==> config.mk <==
export PLATFORM = sky130hd
export DESIGN_NAME = sgp_target_rx
export DESIGN_NICKNAME = d
export VERILOG_FILES = /design/src/rtl/sgp_pkg.sv /design/src/rtl/sgp_sync.sv /design/src/rtl/sgp_fifo.sv /design/src/rtl/sgp_frame_engine.sv /design/src/rtl/sgp_tx_serializer.sv /design/src/rtl/sgp_target_rx.sv
export SDC_FILE = /design/constraint.sdc
export NUM_CORES = 1
export LEC_CHECK = 0
export BUFFER_PORTS_ARGS = -buffer_cell sky130_fd_sc_hd__buf_2
export CAP_MARGIN = 10
export CORE_MARGIN = 8
export CORE_UTILIZATION = 55
export DETAILED_ROUTE_END_ITERATION = 7
export PLACE_DENSITY_LB_ADDON = 0.15
export SYNTH_ARGS = -nofsm -noshare
export SYNTH_HDL_FRONTEND = slang
export SYNTH_HIERARCHICAL = 1
export SYNTH_SLANG_ARGS = --single-unit
==> constraint.sdc <==
create_clock -name clk -period 3.15 [get_ports clk]
set_input_delay 0.945 -clock clk [delete_from_list [all_inputs] [get_ports clk]]
set_output_delay 0.945 -clock clk [all_outputs]
set_load 0.02 [all_outputs]
==> src/rtl/sgp_pkg.sv <==
package sgp_pkg;

  // Frame size selection
  typedef enum logic {
    FRM_SHORT = 1'b0,
    FRM_LONG  = 1'b1
  } frm_sel_e;

  // One synchronized sample of the serial link inputs
  typedef struct packed {
    logic sck;
    logic ld;
    logic dat;
  } ser_smp_t;

endpackage

==> src/rtl/sgp_sync.sv <==
module sgp_sync #(
  parameter int W = 3
) (
  input  logic         clk,
  input  logic         rst_n,
  input  logic [W-1:0] async_i,
  output logic [W-1:0] sync_o
);

  for (genvar g = 0; g < W; g++) begin : g_bit
    logic [1:0] stg_q;
    logic [1:0] stg_n;

    always_comb begin
      stg_n = {stg_q[0], async_i[g]};
    end

    always_ff @(posedge clk or negedge rst_n) begin
      if (!rst_n) stg_q <= 2'b00;
      else        stg_q <= stg_n;
    end

    assign sync_o[g] = stg_q[1];
  end

endmodule

==> src/rtl/sgp_fifo.sv <==
module sgp_fifo #(
  parameter int W     = 24,
  parameter int DEPTH = 4
) (
  input  logic         clk,
  input  logic         rst_n,
  input  logic         push_i,
  input  logic [W-1:0] push_data_i,
  input  logic         pop_i,
  output logic [W-1:0] head_o,
  output logic         empty_o,
  output logic         full_o
);

  localparam int PW = (DEPTH > 1) ? $clog2(DEPTH) : 1;
  localparam int CW = $clog2(DEPTH + 1);
  localparam logic [PW-1:0] LAST = PW'(DEPTH - 1);

  logic [W-1:0]  mem [DEPTH];
  logic [PW-1:0] wp_q, wp_n, rp_q, rp_n;
  logic [CW-1:0] cnt_q, cnt_n;
  logic          do_push, do_pop;

  assign empty_o = (cnt_q == '0);
  assign full_o  = (cnt_q == CW'(DEPTH));
  assign do_push = push_i & ~full_o;
  assign do_pop  = pop_i & ~empty_o;
  assign head_o  = mem[rp_q];

  always_comb begin
    wp_n  = wp_q;
    rp_n  = rp_q;
    if (do_push) wp_n = (wp_q == LAST) ? '0 : wp_q + PW'(1);
    if (do_pop)  rp_n = (rp_q == LAST) ? '0 : rp_q + PW'(1);
    cnt_n = cnt_q + CW'(do_push) - CW'(do_pop);
  end

  always_ff @(posedge clk or negedge rst_n) begin
    if (!rst_n) begin
      wp_q  <= '0;
      rp_q  <= '0;
      cnt_q <= '0;
    end else begin
      wp_q  <= wp_n;
      rp_q  <= rp_n;
      cnt_q <= cnt_n;
    end
  end

  // Storage has no reset; the write pointer enables each entry.
  always_ff @(posedge clk) begin
    if (do_push) mem[wp_q] <= push_data_i;
  end

endmodule

==> src/rtl/sgp_frame_engine.sv <==
module sgp_frame_engine
  import sgp_pkg::*;
#(
  parameter int FRAME_W = 24,
  parameter int SHORT_W = 12,
  parameter int LEN_W   = 6,
  parameter int CNT_W   = $clog2(FRAME_W + 1)
) (
  input  logic               clk,
  input  logic               rst_n,
  input  logic               en_i,
  input  frm_sel_e           frm_sel_i,
  input  ser_smp_t           smp_i,
  input  logic               rx_full_i,
  output logic               rx_push_o,
  output logic [FRAME_W-1:0] rx_word_o,
  output logic               rise_o,
  output logic               fall_o,
  output logic               start_o,
  output logic [CNT_W-1:0]   frame_len_o,
  output logic [LEN_W-1:0]   meas_len_o,
  output logic               meas_valid_o,
  output logic               short_o,
  output logic               ovf_o
);

  localparam logic [LEN_W-1:0] RUN_MAX = '1;

  logic               sck_d_q, sck_d_n;
  logic               ld_d_q, ld_d_n;
  logic               in_frm_q, in_frm_n;
  logic               done_q, done_n;
  logic [CNT_W-1:0]   bit_cnt_q, bit_cnt_n;
  logic [FRAME_W-1:0] shreg_q, shreg_n;
  logic [LEN_W-1:0]   run_q, run_n;
  logic [LEN_W-1:0]   meas_q, meas_n;
  logic               seen_q, seen_n;
  logic               valid_q, valid_n;
  logic               short_q, short_n;
  logic               ovf_q, ovf_n;
  logic               push_req;
  logic [FRAME_W-1:0] push_word;
  logic [CNT_W-1:0]   frame_len;
  logic               sck_rise, sck_fall, ld_edge;

  // Edge detection on the synchronized serial clock and load line
  always_comb begin
    frame_len = (frm_sel_i == FRM_LONG) ? CNT_W'(FRAME_W) : CNT_W'(SHORT_W);
    sck_rise  = smp_i.sck & ~sck_d_q;
    sck_fall  = ~smp_i.sck & sck_d_q;
    ld_edge   = en_i & sck_rise & smp_i.ld & ~ld_d_q;
  end

  // Next-state logic
  always_comb begin
    sck_d_n   = smp_i.sck;
    ld_d_n    = ld_d_q;
    in_frm_n  = in_frm_q;
    done_n    = done_q;
    bit_cnt_n = bit_cnt_q;
    shreg_n   = shreg_q;
    run_n     = run_q;
    meas_n    = meas_q;
    seen_n    = seen_q;
    valid_n   = valid_q;
    short_n   = short_q;
    ovf_n     = ovf_q;
    push_req  = 1'b0;
    push_word = shreg_q;

    if (!en_i) begin
      ld_d_n    = 1'b0;
      in_frm_n  = 1'b0;
      done_n    = 1'b0;
      bit_cnt_n = '0;
      shreg_n   = '0;
      run_n     = '0;
      meas_n    = '0;
      seen_n    = 1'b0;
      valid_n   = 1'b0;
      short_n   = 1'b0;
      ovf_n     = 1'b0;
    end else if (sck_rise) begin
      ld_d_n = smp_i.ld;
      run_n  = (run_q == RUN_MAX) ? run_q : run_q + LEN_W'(1);
      if (ld_edge) begin
        // Close an unfinished frame as a short one
        if (in_frm_q && !done_q) begin
          push_req  = 1'b1;
          push_word = shreg_q;
          short_n   = 1'b1;
        end
        if (seen_q) begin
          meas_n  = run_q;
          valid_n = 1'b1;
        end
        seen_n     = 1'b1;
        run_n      = LEN_W'(1);
        shreg_n    = '0;
        shreg_n[0] = smp_i.dat;
        bit_cnt_n  = CNT_W'(1);
        in_frm_n   = 1'b1;
        done_n     = 1'b0;
      end else if (in_frm_q && !done_q && (bit_cnt_q < CNT_W'(FRAME_W))) begin
        shreg_n[bit_cnt_q] = smp_i.dat;
        bit_cnt_n          = bit_cnt_q + CNT_W'(1);
        if ((bit_cnt_q + CNT_W'(1)) == frame_len) begin
          push_req  = 1'b1;
          push_word = shreg_n;
          done_n    = 1'b1;
        end
      end
    end

    if (en_i && push_req && rx_full_i) ovf_n = 1'b1;
  end

  always_ff @(posedge clk or negedge rst_n) begin
    if (!rst_n) begin
      sck_d_q   <= 1'b0;
      ld_d_q    <= 1'b0;
      in_frm_q  <= 1'b0;
      done_q    <= 1'b0;
      bit_cnt_q <= '0;
      shreg_q   <= '0;
      run_q     <= '0;
      meas_q    <= '0;
      seen_q    <= 1'b0;
      valid_q   <= 1'b0;
      short_q   <= 1'b0;
      ovf_q     <= 1'b0;
    end else begin
      sck_d_q   <= sck_d_n;
      ld_d_q    <= ld_d_n;
      in_frm_q  <= in_frm_n;
      done_q    <= done_n;
      bit_cnt_q <= bit_cnt_n;
      shreg_q   <= shreg_n;
      run_q     <= run_n;
      meas_q    <= meas_n;
      seen_q    <= seen_n;
      valid_q   <= valid_n;
      short_q   <= short_n;
      ovf_q     <= ovf_n;
    end
  end

  assign rx_push_o    = push_req & ~rx_full_i;
  assign rx_word_o    = push_word;
  assign rise_o       = sck_rise;
  assign fall_o       = sck_fall;
  assign start_o      = ld_edge;
  assign frame_len_o  = frame_len;
  assign meas_len_o   = meas_q;
  assign meas_valid_o = valid_q;
  assign short_o      = short_q;
  assign ovf_o        = ovf_q;

endmodule

==> src/rtl/sgp_tx_serializer.sv <==
module sgp_tx_serializer #(
  parameter int FRAME_W = 24,
  parameter int CNT_W   = $clog2(FRAME_W + 1)
) (
  input  logic               clk,
  input  logic               rst_n,
  input  logic               en_i,
  input  logic               rise_i,
  input  logic               fall_i,
  input  logic               start_i,
  input  logic [CNT_W-1:0]   frame_len_i,
  input  logic               tx_empty_i,
  input  logic [FRAME_W-1:0] tx_head_i,
  output logic               tx_pop_o,
  output logic               din_o
);

  logic [FRAME_W-1:0] word_q, word_n;
  logic [CNT_W-1:0]   idx_q, idx_n;
  logic               act_q, act_n;
  logic               din_q, din_n;

  always_comb begin
    word_n   = word_q;
    idx_n    = idx_q;
    act_n    = act_q;
    din_n    = din_q;
    tx_pop_o = 1'b0;

    if (!en_i) begin
      word_n = '0;
      idx_n  = '0;
      act_n  = 1'b0;
      din_n  = 1'b0;
    end else begin
      if (start_i) begin
        // Empty transmit FIFO: send an all-zero frame
        word_n   = tx_empty_i ? '0 : tx_head_i;
        tx_pop_o = ~tx_empty_i;
        idx_n    = '0;
        act_n    = 1'b1;
      end else if (rise_i && act_q && (idx_q < frame_len_i)) begin
        idx_n = idx_q + CNT_W'(1);
      end
      if (fall_i) begin
        din_n = (act_q && (idx_q < frame_len_i)) ? word_q[idx_q] : 1'b0;
      end
    end
  end

  always_ff @(posedge clk or negedge rst_n) begin
    if (!rst_n) begin
      word_q <= '0;
      idx_q  <= '0;
      act_q  <= 1'b0;
      din_q  <= 1'b0;
    end else begin
      word_q <= word_n;
      idx_q  <= idx_n;
      act_q  <= act_n;
      din_q  <= din_n;
    end
  end

  assign din_o = din_q;

endmodule

==> src/rtl/sgp_target_rx.sv <==
module sgp_target_rx
  import sgp_pkg::*;
#(
  parameter int FRAME_W  = 24,
  parameter int SHORT_W  = 12,
  parameter int RX_DEPTH = 4,
  parameter int TX_DEPTH = 4,
  parameter int LEN_W    = 6
) (
  input  logic               clk,
  input  logic               rst_n,
  input  logic               en_i,
  input  logic               cfg_long_i,
  input  logic               ser_clk_i,
  input  logic               ser_load_i,
  input  logic               ser_dout_i,
  output logic               ser_din_o,
  input  logic               rx_rd_i,
  output logic [FRAME_W-1:0] rx_data_o,
  output logic               rx_empty_o,
  output logic               rx_full_o,
  input  logic               tx_wr_i,
  input  logic [FRAME_W-1:0] tx_data_i,
  output logic               tx_full_o,
  output logic [LEN_W-1:0]   meas_len_o,
  output logic               meas_valid_o,
  output logic               short_o,
  output logic               ovf_o
);

  localparam int CNT_W = $clog2(FRAME_W + 1);
  localparam int SMP_W = $bits(ser_smp_t);

  logic [SMP_W-1:0]   smp_bus;
  ser_smp_t           smp;
  frm_sel_e           frm_sel;
  logic               rx_push;
  logic [FRAME_W-1:0] rx_word;
  logic               sck_rise, sck_fall, frm_start;
  logic [CNT_W-1:0]   frame_len;
  logic               tx_pop, tx_empty;
  logic [FRAME_W-1:0] tx_head;

  assign frm_sel = frm_sel_e'(cfg_long_i);
  assign smp     = ser_smp_t'(smp_bus);

  sgp_sync #(.W(SMP_W)) sync_i (
    .clk     (clk),
    .rst_n   (rst_n),
    .async_i ({ser_clk_i, ser_load_i, ser_dout_i}),
    .sync_o  (smp_bus)
  );

  sgp_frame_engine #(
    .FRAME_W (FRAME_W),
    .SHORT_W (SHORT_W),
    .LEN_W   (LEN_W),
    .CNT_W   (CNT_W)
  ) eng_i (
    .clk          (clk),
    .rst_n        (rst_n),
    .en_i         (en_i),
    .frm_sel_i    (frm_sel),
    .smp_i        (smp),
    .rx_full_i    (rx_full_o),
    .rx_push_o    (rx_push),
    .rx_word_o    (rx_word),
    .rise_o       (sck_rise),
    .fall_o       (sck_fall),
    .start_o      (frm_start),
    .frame_len_o  (frame_len),
    .meas_len_o   (meas_len_o),
    .meas_valid_o (meas_valid_o),
    .short_o      (short_o),
    .ovf_o        (ovf_o)
  );

  sgp_fifo #(.W(FRAME_W), .DEPTH(RX_DEPTH)) rx_fifo_i (
    .clk         (clk),
    .rst_n       (rst_n),
    .push_i      (rx_push),
    .push_data_i (rx_word),
    .pop_i       (rx_rd_i),
    .head_o      (rx_data_o),
    .empty_o     (rx_empty_o),
    .full_o      (rx_full_o)
  );

  sgp_fifo #(.W(FRAME_W), .DEPTH(TX_DEPTH)) tx_fifo_i (
    .clk         (clk),
    .rst_n       (rst_n),
    .push_i      (tx_wr_i),
    .push_data_i (tx_data_i),
    .pop_i       (tx_pop),
    .head_o      (tx_head),
    .empty_o     (tx_empty),
    .full_o      (tx_full_o)
  );

  sgp_tx_serializer #(.FRAME_W(FRAME_W), .CNT_W(CNT_W)) ser_i (
    .clk         (clk),
    .rst_n       (rst_n),
    .en_i        (en_i),
    .rise_i      (sck_rise),
    .fall_i      (sck_fall),
    .start_i     (frm_start),
    .frame_len_i (frame_len),
    .tx_empty_i  (tx_empty),
    .tx_head_i   (tx_head),
    .tx_pop_o    (tx_pop),
    .din_o       (ser_din_o)
  );

endmodule

==> run metrics, run 1 <==
global-route wire length before repair=37.7 mm; CP startpoint kind=register; status=finished clean; via-per-instance ratio=around 5.8; Clock Latency Late Sink=0.54 ns; clock root cell=clkbuf_16; pre-CTS setup slack=-0.394 ns; RSZ-0062 raised after global routing=yes; vias in the first global route=7268; setup ws final=between 0.03 and 0.04 ns; cells after synthesis=785; Final period util=98.8%; CTS tree=built; Die Span Y=167 um; Routed Antenna Nets=0; area leader, netlist=edfxtp_1; post-synth cell types=66; ys async rst share=34.0%; Setup Skew=0.00959 ns; grt met3 use=2.70%; ant diodes=0; Avg WL per Cell=around 19 um; Post-synth top cells=192 x edfxtp_1, 99 x dfrtp_1, 50 x inv_1, 46 x nand2_1, 39 x mux4_2; Die Area=~28000 um^2; worst-path cell with the longest stage delay=dfrtp_1; met1 Track Usage GR=19.9%; met2 Resource Use GR=30.5%; Sequential Area=8240 um^2; Least-Margin Pin Slew=0.820 ns; Worst Path Arrival=roughly 3.5 ns; Routability Congestion=between 0.7 and 0.8; main area contributors after synthesis=edfxtp_1 46%, dfrtp_1 20%, mux4_2 7.0%, mux4_1 2.9%, ha_1 2.5%; # DRC=0; P&R area growth vs syn=15.0%; final WL=22.7 mm; GRT overflow=0; number of flops mapped to enable cells by yosys=192; Critical Path Max Stage Delay=about 0.37 ns; Hold Path Origin=sync_i/g_bit[0].stg_q[0]; Layout fillers=1557; CP startpoint=eng_i/bit_cnt_q[1]; clk slew on worst S/H paths=around 0.060 ns; FMAX=approximately 0.32 GHz; # rows=55; Syn Area/Cell=15.9 um^2; P per Cell Area=709 nW/um^2; Synth Flop Type=edfxtp_1; Hold Path Class=register to register; max-slew violation count=0; total power draw=10.2 mW; layout cell share with drive strength beyond 1=27.5%; most frequent cell after synthesis=edfxtp_1; Vias=6804; #FFs+latches synth=291; WHS=0.349 ns; first-pass iteration count of the detailed router=5; max-slew headroom at the worst pin=45.2%; CTS buffer count=30; Max-cap violations=0; initial antenna violation count=0; Req. time, crit path=between 3 and 4 ns; synth warn=6; Pleak=between 5 and 6 nW; share of the synthesized area in the top cell type=46.2%; starting density of the core=55.6%; largest net degree at the start of global routing=57; setup violators final=0; number of clock sinks=291; Die Span X=167 um; critical path fanouts, max=4; Final Hold Vio Count=0; register area share after synthesis=between 60 and 70%; Worst Setup End Kind=register; Global Route Usage Sum=about 17%; DR iter-0 viols=446; number of H-tree levels=1; FF-to-FF Start=eng_i/bit_cnt_q[1]; Synth Cell Area=12500 um^2; Core ar.=22400 um^2; NumNets Final=between 900 and 1000; multi-input logic area=3810 um^2; DP Wirelength=14.5 mm; CP Cell Sequence=buf_4, ha_4, nand4b_1, buf_4, a211oi_4, a211oi_4, nand2b_4, a21oi_4, nor2b_4, inv_1, ha_1, inv_1, ha_1, inv_1, fa_2, xnor2_2, xnor2_1; CTS Buffer Depth=3; peak supply drop=601 uV; IO Count=70; I/O Buffers=69; minimum clock period=3.11 ns; most frequent CP cell=inv_1; critical path type=register to register; grt peak-use layer=met2
-- kinds of logic after synthesis --
family	count (synthesis)	share of synthesized area, %
buf+inv	107	4.31
other cells	2	0.0602
mux	80	12.4
simple gates	147	6.89
flops	291	66.1
fa+ha+maj	27	2.83
compound gates	125	7.03
xor+xnor	6	0.421
-- final timing paths --
kind / end / slack (ns) / cells after the start
worst max-delay path: rx_fifo_i/cnt_q[2] / 0.04 / 17
worst min-delay path: sync_i/g_bit[0].stg_q[1] / 0.35 / 0
worst max register to register: rx_fifo_i/cnt_q[2] / 0.04 / 17
worst min register to register: sync_i/g_bit[0].stg_q[1] / 0.35 / 0
max in group asynchronous: ser_i/word_q[5] / 1.94 / 2
min in group asynchronous: rx_fifo_i/rp_q[0] / 0.48 / 1
-- final cells by class --
type                       count  area share (%)
clock buffer                  36            5.54
clock inverter                18            1.31
inverter                      50            1.31
multi-input combinational    388            26.6
sequential                   291            57.5
tap                          285            2.49
timing repair buffer         114            5.31
-- placed cells by master (no fill, tap or decap), types with 17 or more instances in the layout --
cell type    n
inv_1       50
clkbuf_16   31
dfrtp_1     98
nand2_1     45
o22ai_1     23
o21ai_0     17
a22o_1      25
buf_4       40
buf_2       68
edfxtp_1   192
a21oi_1     27
ha_1        23
nand3_1     17
mux4_2      39
-- registers in the layout, summed over array words and instances (netlist names), 3 cells and up --
signal,cells
eng_i/shreg_q,24
tx_fifo_i/mem,96
ser_i/idx_q,5
ser_i/word_q,24
rx_fifo_i/cnt_q,3
rx_fifo_i/mem,96
eng_i/meas_len_o,6
tx_fifo_i/cnt_q,3
sync_i/g_bit.stg_q,6
eng_i/bit_cnt_q,5
eng_i/run_q,6
-- routing by layer --
layer	wire length (um)	up-vias
met5	0	-
met1	9310	3454
met3	866	31
met4	419	0
met2	12100	165
li1	-	3154
-- timing repair --
item / 4_1_cts / 5_1_grt
hold buffers: 0 / 0
hold endpoints to repair: 0 / 0
endpoints found under the setup margin: 1 / 2
pin swaps: 1 / 6
buffers inserted: 1 / 6
gates resized for setup: 4 / 6
-- power breakdown --
group / switching, mW / total (mW) / internal (mW)
Clock: 1.37 / 3.48 / 2.11
Combinational: 1.10 / 2.05 / 0.952
Sequential: 0.169 / 4.63 / 4.46
Total: 2.64 / 10.2 / 7.53
-- critical path, delay by kind of cell, from the launching register on --
family | cells | cell delay (ns)
adder cells (fa/ha/maj) | 4 | 0.88
AND/OR/NAND/NOR | 3 | 0.54
buffers and inverters | 5 | 0.51
AO/OA/AOI/OAI | 3 | 0.41
flip-flops | 1 | 0.37
XOR/XNOR | 2 | 0.28
-- per-stage QoR --
stage / cell area [um^2] / cells / util [%] / setup TNS (ns)
finish: 14300 / 1182 / 63.9 / 0
global route: 14300 / 1182 / 63.9 / -0.137
CTS: 14300 / 1176 / 63.6 / 0
detailed placement: 13200 / 1121 / 59.0 / -0.716
global placement: 13200 / 1121 / 59.0 / -0.557
floorplan: 12600 / 786 / - / -0.673
Power figures use the tool's default switching activity.
==> run 2, diff against run 1 <==
- CELL_PAD_IN_SITES_DETAIL_PLACEMENT: unset -> 1
- CELL_PAD_IN_SITES_GLOBAL_PLACEMENT: unset -> 1
- CORE_UTILIZATION: 55 -> 47
==> run metrics, run 2 (same netlist as run 1, synthesis figures left out) <==
status=finished clean; setup violators final=0; pre-CTS setup slack=-0.427 ns; largest net degree at the start of global routing=47; Vias=6892; Hold Path Class=primary input to asynchronous set/reset pin; most frequent cells in the layout=192 x edfxtp_1, 97 x dfrtp_1, 68 x buf_2; Layout fillers=2416; number of H-tree levels=1; final WL=25.9 mm; clock root cell=clkbuf_16; largest registers=rx_fifo_i/mem: 96 flops, tx_fifo_i/mem: 96 flops; Core ar.=26100 um^2; CTS buffer count=31; Worst Setup End Kind=register; worst r2r dst=rx_fifo_i/cnt_q[2]; Max-cap violations=0; FMAX=0.329 GHz; max-slew headroom at the worst pin=44.6%; Design Area, Final=~14000 um^2; Setup Skew=0.00939 ns; Req. time, crit path=3.57 ns; first-pass iteration count of the detailed router=4; initial antenna violation count=0; Clock Latency Late Sink=0.55 ns; I/O Buffers=69; Avg WL per Cell=21.1 um; Routed Antenna Nets=0; P per Cell Area=718 nW/um^2; total power draw=10.3 mW; Die Span Y=179 um; via-per-instance ratio=5.60; global-route wire length before repair=42.1 mm; Least-Margin Pin Slew=~0.83 ns; Sequential Area=8250 um^2; layout cell share with drive strength beyond 1=~28%; CTS tree=built; Final period util=96.5%; GRT overflow=0; Global Route Usage Sum=between 10% and 20%; ant diodes=0; Worst Path Arrival=between 3 and 4 ns; NumNets Final=roughly 930; FF-to-FF Start=eng_i/bit_cnt_q[1]; starting density of the core=47.9%; Pleak=5.41 nW; critical path fanouts, max=4; clk slew on worst S/H paths=0.06 ns; most common cell after layout, fill and taps aside=edfxtp_1; DP Wirelength=17.1 mm; number of clock sinks=291; # DRC=0; IO Count=70; multi-input logic area=3810 um^2; Final Hold Vio Count=0; Placed Area=13300 um^2; CP startpoint kind=register; Worst R2R Path Depth=15; Reg2Reg Setup Slack=~0.11 ns; Die Area=32000 um^2; critical path type=register to register; Routability Congestion=about 0.76; setup ws final=approximately 0.11 ns; utilization after layout=55.3%; max-slew violation count=0; minimum clock period=3.04 ns; CTS Buffer Depth=3; Hold-fix buffers, CTS=0; setup TNS=0 ns; peak supply drop=582 uV; P&R area growth vs syn=15.5%; Die Span X=179 um; DR iter-0 viols=331; # rows=59; vias in the first global route=between 7000 and 8000
[run 2: final cells by class]
class / count / share of cell area, %
flip-flops and latches: 291 / 57.2
multi-input cells: 388 / 26.5
clock buffers: 42 / 5.88
repair buffers: 109 / 5.04
well taps: 335 / 2.91
inverters: 50 / 1.30
clock inverters: 15 / 1.20
[run 2: worst max-delay path by stage]
stage               cells past startpoint                  to          startpoint  slack [ns]
floorplan                              15  rx_fifo_i/cnt_q[2]          cfg_long_i       -0.38
global placement                       15  rx_fifo_i/cnt_q[2]          cfg_long_i       -0.36
detailed placement                     15  rx_fifo_i/cnt_q[2]                en_i       -0.43
CTS                                    15  rx_fifo_i/cnt_q[2]  eng_i/bit_cnt_q[1]        0.02
global route                           16  rx_fifo_i/cnt_q[2]  eng_i/bit_cnt_q[1]      -0.003
finish                                 15  rx_fifo_i/cnt_q[2]  eng_i/bit_cnt_q[1]        0.11
[run 2: per-layer routing]
metal | global-route usage [%] | wire (um)
met1 | 19.2 | 10200
met2 | 31.7 | 14200
met3 | 2.57 | 892
met4 | 4.20 | 640
met5 | 0 | 0
[run 2: what timing repair did]
item                                    4_1_cts  5_1_grt
endpoints found under the hold margin         0        0
cloned                                        0        0
pin swaps                                     4        9
buffers inserted                              2        0
endpoints found under the setup margin        1        1
gates resized for setup                       8        7
[run 2: power breakdown]
group / internal, mW / switching (mW) / leakage [nW]
clock network: 2.20 / 1.42 / 0.508
registers: 4.46 / 0.188 / 3.04
logic: 0.959 / 1.12 / 1.86
total: 7.62 / 2.73 / 5.41
[run 2: stage by stage]
stage,std cells,hold WS [ns]
floorplan,786,0.331
global placement,1171,0.337
detailed placement,1171,0.344
CTS,1230,0.304
global route,1230,0.323
finish,1230,0.312
[run 2: worst max-delay path, stage by stage, from the launching register on]
cell	delay, ns
dfrtp_2	0.42
ha_4	0.17
or3b_1	0.36
a211oi_2	0.27
a211oi_4	0.06
nand2b_4	0.16
a21oi_4	0.17
nor2b_4	0.17
inv_2	0.05
ha_4	0.23
inv_2	0.04
ha_2	0.15
inv_2	0.03
fa_2	0.35
xnor2_2	0.14
xnor2_1	0.13
